[src/rtl/dma_eop_pkg.sv]
`timescale 1ns/1ps
package dma_eop_pkg;

    // Bus-and-status byte, most significant bit first.
    typedef struct packed {
        logic end_dma;
        logic dma_req;
        logic parity_err;
        logic irq_active;
        logic phase_match;
        logic busy_err;
        logic atn;
        logic ack;
    } bsr_t;

    // Handshake lines after synchronisation, active high.
    typedef struct packed {
        logic eop;
        logic dack;
        logic rd;
        logic wr;
    } hs_t;

    localparam int HS_W = 4;

    // Cycles needed to cover a window, rounded up so the window is never short.
    function automatic int min_cycles(int window_ps, int period_ps);
        int c;
        c = (window_ps + period_ps - 1) / period_ps;
        return (c < 1) ? 1 : c;
    endfunction

    function automatic logic overlap_ok(hs_t h, logic mode);
        return mode & h.eop & h.dack & (h.rd | h.wr);
    endfunction

endpackage

[src/rtl/eop_sync.sv]
`timescale 1ns/1ps
module eop_sync #(
    parameter int   W      = 4,
    parameter int   STAGES = 2,
    parameter logic IDLE   = 1'b1
) (
    input  logic         clk,
    input  logic         rst,
    input  logic [W-1:0] din,
    output logic [W-1:0] dout
);
    logic [W-1:0] stg [STAGES+1];

    assign stg[0] = din;

    for (genvar g = 0; g < STAGES; g++) begin : g_stage
        always_ff @(posedge clk) begin
            if (rst) begin
                stg[g+1] <= {W{IDLE}};
            end else begin
                stg[g+1] <= stg[g];
            end
        end
    end

    assign dout = stg[STAGES];
endmodule

[src/rtl/eop_qualifier.sv]
`timescale 1ns/1ps
module eop_qualifier
    import dma_eop_pkg::*;
#(
    parameter int MIN_CYC = 25
) (
    input  logic clk,
    input  logic rst,
    input  hs_t  hs,
    input  logic dma_mode,
    output logic fire
);
    localparam int CW = $clog2(MIN_CYC + 1);
    localparam logic [CW-1:0] LAST = CW'(MIN_CYC - 1);
    localparam logic [CW-1:0] SAT  = CW'(MIN_CYC);

    logic          ov;
    logic [CW-1:0] run_q;

    assign ov   = overlap_ok(hs, dma_mode);
    // The counter saturates past LAST, so one overlap fires once only.
    assign fire = ov && (run_q == LAST);

    always_ff @(posedge clk) begin
        if (rst) begin
            run_q <= '0;
        end else if (!ov) begin
            run_q <= '0;
        end else if (run_q != SAT) begin
            run_q <= run_q + 1'b1;
        end
    end
endmodule

[src/rtl/eop_status_latch.sv]
`timescale 1ns/1ps
module eop_status_latch (
    input  logic clk,
    input  logic rst,
    input  logic fire,
    input  logic clr,
    input  logic irq_en,
    output logic end_dma,
    output logic eop_irq
);
    always_ff @(posedge clk) begin
        if (rst) begin
            end_dma <= 1'b0;
            eop_irq <= 1'b0;
        end else begin
            if (fire) begin
                end_dma <= 1'b1;
            end else if (clr) begin
                end_dma <= 1'b0;
            end
            if (fire && irq_en) begin
                eop_irq <= 1'b1;
            end else if (clr) begin
                eop_irq <= 1'b0;
            end
        end
    end
endmodule

[src/rtl/dma_eop_detect.sv]
`timescale 1ns/1ps
module dma_eop_detect
    import dma_eop_pkg::*;
#(
    parameter int CLK_PERIOD_PS  = 4000,
    parameter int MIN_OVERLAP_PS = 100000,
    parameter int SYNC_STAGES    = 2
) (
    input  logic       clk,
    input  logic       rst,
    input  logic       eop_n,
    input  logic       dack_n,
    input  logic       ior_n,
    input  logic       iow_n,
    input  logic       dma_mode,
    input  logic       eop_irq_en,
    input  logic       clr_irq,
    input  logic       drq_in,
    input  logic       parity_err_in,
    input  logic       phase_match_in,
    input  logic       busy_err_in,
    input  logic       atn_in,
    input  logic       ack_in,
    input  logic       other_irq_in,
    output logic [7:0] bus_status,
    output logic       irq
);
    localparam int MIN_CYC = min_cycles(MIN_OVERLAP_PS, CLK_PERIOD_PS);

    logic [HS_W-1:0] raw_n;
    logic [HS_W-1:0] sync_n;
    hs_t             hs_act;
    logic            qual_fire;
    logic            end_dma_q;
    logic            eop_irq_q;
    bsr_t            bsr;

    assign raw_n = {eop_n, dack_n, ior_n, iow_n};

    eop_sync #(
        .W      (HS_W),
        .STAGES (SYNC_STAGES),
        .IDLE   (1'b1)
    ) u_sync (
        .clk  (clk),
        .rst  (rst),
        .din  (raw_n),
        .dout (sync_n)
    );

    assign hs_act = hs_t'(~sync_n);

    eop_qualifier #(
        .MIN_CYC (MIN_CYC)
    ) u_qual (
        .clk      (clk),
        .rst      (rst),
        .hs       (hs_act),
        .dma_mode (dma_mode),
        .fire     (qual_fire)
    );

    eop_status_latch u_latch (
        .clk     (clk),
        .rst     (rst),
        .fire    (qual_fire),
        .clr     (clr_irq),
        .irq_en  (eop_irq_en),
        .end_dma (end_dma_q),
        .eop_irq (eop_irq_q)
    );

    assign irq = eop_irq_q | other_irq_in;

    always_comb begin
        bsr             = '0;
        bsr.end_dma     = end_dma_q;
        bsr.dma_req     = drq_in;
        bsr.parity_err  = parity_err_in;
        bsr.irq_active  = irq;
        bsr.phase_match = phase_match_in;
        bsr.busy_err    = busy_err_in;
        bsr.atn         = atn_in;
        bsr.ack         = ack_in;
    end

    assign bus_status = bsr;
endmodule

[config.mk]
export PLATFORM = sky130hd
export DESIGN_NAME = dma_eop_detect
export DESIGN_NICKNAME = d
export VERILOG_FILES = /design/src/rtl/dma_eop_pkg.sv /design/src/rtl/eop_sync.sv /design/src/rtl/eop_qualifier.sv /design/src/rtl/eop_status_latch.sv /design/src/rtl/dma_eop_detect.sv
export SDC_FILE = /design/constraint.sdc
export NUM_CORES = 1
export LEC_CHECK = 0
export BUFFER_PORTS_ARGS = -buffer_cell sky130_fd_sc_hd__clkbuf_2
export CAP_MARGIN = 20
export CORE_ASPECT_RATIO = 1.1
export CORE_UTILIZATION = 30
export CTS_CLUSTER_DIAMETER = 80
export DETAILED_ROUTE_END_ITERATION = 6
export HOLD_SLACK_MARGIN = 0.05
export SLEW_MARGIN = 15
export SYNTH_ARGS = -nofsm -noshare
export SYNTH_HDL_FRONTEND = slang
export SYNTH_SLANG_ARGS = --single-unit
[constraint.sdc]
create_clock -name clk -period 3.25 [get_ports clk]
set_clock_uncertainty 0.1 [all_clocks]
set_input_delay 0.65 -clock clk [delete_from_list [all_inputs] [get_ports clk]]
set_output_delay 0.65 -clock clk [all_outputs]
set_load 0.1 [all_outputs]
# Word-level counts from Yosys, hierarchy flattened
# Index checks and enable logic that the tools add are counted.
dict set report totals {
  in_bits 16
  ff_bits 15
}
dict set report op_classes {
  mux 3
  n_reduce_logical 5
  add_sub_neg 1
  n_bitwise 7
  n_eq_ne 2
}
# cell count
set op_table {}
lappend op_table {{adder 5 x 1 -> 5 bit (second input constant)} 1}
lappend op_table {{== test 5 bit (second input constant)} 1}
lappend op_table {{inequality test 5 bit (second input constant)} 1}
lappend op_table {{NOT 4 bit} 1}
lappend op_table {{nonzero test 2 bit} 2}
lappend op_table {{AND 1 bit} 3}
lappend op_table {{2-to-1 mux 1 bit} 3}
lappend op_table {{logical AND 1 bit} 2}
lappend op_table {{bitwise OR 1 bit} 2}
lappend op_table {{OR reduction 2 bit} 1}
lappend op_table {{NOT 1 bit} 1}

# Depth between registers and ports, before layout
dict set report logic_depth {
  depth_word 7
  ltp_mapped 5
}

# Cells and area by module
# A second synthesis with hierarchy kept.
dict set report hier_totals {
  cells_unflattened 69
  area_unflattened_um2 668.1
}
# mod area_each_um2 n_inst seq_area_each_um2 cells_per_inst
set modules_own_cells {}
lappend modules_own_cells {eop_qualifier 276.5 1 100.1 28}
lappend modules_own_cells {eop_sync 240.2 1 160.2 20}
lappend modules_own_cells {dma_eop_detect 81.3 1 0.0 13}
lappend modules_own_cells {eop_status_latch 70.1 1 40.0 8}

# Worst setup path before layout
# OpenSTA, ideal clock, no wires.
dict set report synth_path {
  kind {input to output}
  from {input port other_irq_in}
  to {output port bus_status[4]}
  stages 2
  path_buffers 1
  path_slack_ns 1.023
  arrival_time_ns 1.477
  path_cell_list {or2_2 > buf_4}
}
dict set report synth_between {
  elab_chain_len 1
}
# element line_no
set synth_rtl {}
lappend synth_rtl {{start, declared} dma_eop_detect.sv:24} ;# input logic other_irq_in,
lappend synth_rtl {{bitwise OR 1 bit} dma_eop_detect.sv:73} ;# assign irq = eop_irq_q | other_irq_in;
lappend synth_rtl {{end, declared} dma_eop_detect.sv:25} ;# output logic [7:0] bus_status,
# Every way passes these cells.

# Worst setup path after layout
# Same ends and word-level chain as after synthesis.

==> impl_summary.txt <==
----------------------------------------------------
[Run status]
  Run status ... completed

[Min path]
  Count of cells along the worst hold path ... 1
  Startpoint of the most critical hold path ... u_sync.stg[5]
  Worst Hold Class ... reg2reg
  Hold endpoint ... u_sync.dout[1]

[Pwr]
  Share of power burned in the clock network ... 32.8%
  Internal power component ... 0.243 mW
  Static leakage power ... 0.304 nW
  Switch share ... 23.5%
  Power share of the combinational group ... 7.4%
  Part of the power in registers ... 59.8%
  Total net switching power ... 0.0747 mW
  Total power per unit cell area ... 454 nW/um^2
  Largest vdd supply drop ... 0.149 mV

[Clock network]
  Clock Sink Count ... 15
  Number of buffers created by CTS ... 3
  Cell chosen for the clock root ... clkbuf_4
  Clk pin slew, worst setup/hold paths ... 0.08 ns
  Largest buffer count on any clock path ... 2
  Cts-stage hold buffer count ... 0
  Clock tree from TritonCTS ... built
  Post-CTS resize count ... 0
  Clk Latency, worst-skew pair ... 0.28 ns
  Number of buffers inserted to repair setup after CTS ... 0
  H-tree lvl count ... 1

[Routing]
  Detailed-routing iteration count for the pre-antenna-repair pass ... 4
  WL per Instance ... 8.72 um
  Drt initial violations ... 1
  Post-detailed-routing wire length ... 863 um
  Number of nets still failing antenna checks after routing ... 0
  Via density ... 4.07
  Remaining design rule violation count ... 0
  Number of vias in the routed layout ... 403

[Critical path]
  Arrival time at the worst endpoint ... 1.37 ns
  Setup Crit Path Kind ... in2out
  Biggest cell delay along the critical path ... 0.37 ns
  Cell seen most often among critical-path stages ... clkbuf_2
  Crit. End Element ... output pin
  Cells along the critical path ... clkbuf_2 > or2_2 > clkbuf_2
  CP max FO ... 2
  FF-to-FF End ... u_qual.run_q[0]
  FF-to-FF path depth ... 4
  Crit path launch type ... primary input
  Setup slack, reg-to-reg ... 2.00 ns
  Reg2reg start ... u_qual.run_q[0]
  Critical-path top delay cell ... clkbuf_2
  Required time worst endpoint ... 2.50 ns

[STA]
  Min Clock Period, post-route ... 2.12 ns
  Setup-violating endpoint count in the final report ... 0
  Unrepaired setup endpoints after global routing ... false
  Count of final hold-check violations ... 0
  Worst slew margin ... 64.2%
  Worst-margin pin slew ... 0.539 ns
  Maximum clock rate ... 0.471 GHz
  Setup TNS ... 0 ns
  Final max-slew violation count ... 0
  Period utilisation layout ... 65.3%

[Finish]
  Finished Layout Cells ... 99
  Core Util, Final ... 35.0%
  Layout cell share with drive strength beyond 1 ... 42.3%
  Layout area overhead ... 9.82%
  Net total in the final layout ... 91
  Number of antenna repair diodes ... 0
  Number of filler cells placed in the layout ... 228

[GRT]
  Total track usage ... 9.61%
  Pin count of the biggest net entering global routing ... 11
  First-pass GRT wire length ... 1540 um
  Number of global-route vias before repair ... 416
  Initial antenna violation count ... 0
  Total congestion overflow ... 0

[Yosys]
  Number of cells produced by synthesis ... 63
  Post-synthesis sequential element count ... 15
  Summed instance area of the synthesized netlist ... 637 um^2
  Distinct cells, synth ... 16
  Sequential cell area fraction in the yosys report ... 47.2%
  Post-synthesis area per instance ... 10.1 um^2
  Top cell type's share of synthesized area ... 47.2%
  Synth top area cells ... dfxtp_1 47%, buf_4 9.4%, or2_2 8.8%
  Post-synth top area cell ... dfxtp_1
  Synthesized net count ... 82
  Synthesis Warnings ... 0

[Placed design]
  Post-DP HPWL ... 682 um
  Count of input and output buffers ... 12
  Routability Congestion ... 0.694
  Instance count after placement with tap cells included ... 95

[Floorplan]
  Die boundary height ... 50.3 um
  Top-level I/O count ... 25
  Die ar. ... 2310 um^2
  Width of the die ... 45.9 um
  Effective utilization at floorplan ... 31.9%
  Placeable Area ... 2000 um^2
  Row cnt ... 17

[Run]
  # Max-Cap Violations ... 0

----------------------------------------------------
[worst max-delay path, delay by kind of cell]
family	cells	cell delay, ns
buf+inv	2	0.45
simple gates	1	0.27
[stage by stage]
| stage | worst slack [ns] | cell area [um^2] | hold slack [ns] | power (mW) |
|---|---|---|---|---|
| after floorplan | 1.02 | 637 | 0.289 | 0.245 |
| after global placement | 1.13 | 672 | 0.291 | 0.217 |
| after detailed placement | 1.13 | 672 | 0.296 | 0.218 |
| after CTS | 1.13 | 699 | 0.317 | 0.321 |
| after global routing | 1.10 | 699 | 0.326 | 0.333 |
| final | 1.13 | 699 | 0.315 | 0.317 |
[cell families after synthesis]
logic type	Yosys count	share of synthesized area, %
buffers and inverters	10	10.6
AOI/OAI and AO/OA	3	4.13
DFF	15	47.2
adders and majority gates	3	5.89
xor gates and xnor gates	4	5.50
and+or+nand+nor	28	26.7
[synthesized netlist by cell type (all sizes together)]
| library cell | instances |
|---|---|
| inv | 2 |
| xor2 | 3 |
| nand3 | 4 |
| or2 | 9 |
| nor4b | 1 |
| ha | 3 |
| o21ai | 2 |
| xnor2 | 1 |
| buf | 8 |
| and3b | 1 |
| nand2 | 7 |
| nand4b | 1 |
| dfxtp | 15 |
| nor2 | 5 |
| a21oi | 1 |
[sequential cells by signal, indices dropped and copies added (netlist names)]
signal	count
u_latch.end_dma	1
u_latch.eop_irq	1
u_sync.stg	4
u_sync.dout	4
u_qual.run_q	5
[power groups by stage]
stage               registers, mW  logic (mW)  clock network [mW]
floorplan                   0.194      0.0515                   0
global placement            0.194      0.0234                   0
detailed placement          0.194      0.0239                   0
CTS                         0.190      0.0239               0.108
global route                0.190      0.0253               0.118
finish                      0.190      0.0236               0.104
[worst max-delay path by stage]
| stage | from | endpoint | slack [ns] | cells past startpoint |
|---|---|---|---|---|
| 4_1_cts | other_irq_in | bus_status[4] | 1.13 | 3 |
| 3_5_place_dp | other_irq_in | bus_status[4] | 1.13 | 3 |
| 3_3_place_gp | other_irq_in | bus_status[4] | 1.13 | 3 |
| 2_1_floorplan | other_irq_in | bus_status[4] | 1.02 | 2 |
| 6_report | other_irq_in | bus_status[4] | 1.13 | 3 |
| 5_1_grt | other_irq_in | irq | 1.10 | 3 |
[layer usage]
layer / track usage (%) / up-vias / share of wire [%]
met4: 9.31 / 0 / 3.1
met1: 9.31 / 176 / 44
met5: 0 / - / 0
li1: - / 210 / -
met2: 15.5 / 13 / 48
met3: 2.52 / 4 / 5.0
[layout by cell type, fill, tap and decap left out]
cell	instances
dfxtp_1	15
clkbuf_2	12
or2_2	9
nand2_1	6
nor2_1	5
nand3_1	4
xor2_1	3
ha_1	3
clkbuf_4	3
inv_1	2
o21ai_2	2
nor4b_4	1
nand2_4	1
nand4b_1	1
and3b_1	1
a21oi_2	1
xnor2_1	1
clkinv_2	1
[layout make-up]
class,count,area (um^2),share of cell area (%)
flip-flops and latches,15,300,42.9
multi-input cells,38,269,38.5
repair buffers,12,60.1,8.59
well taps,28,35.0,5.01
clock buffers,3,22.5,3.22
inverters,2,7.51,1.07
clock inverters,1,5.00,0.716
(Power assumes the default switching activity.)
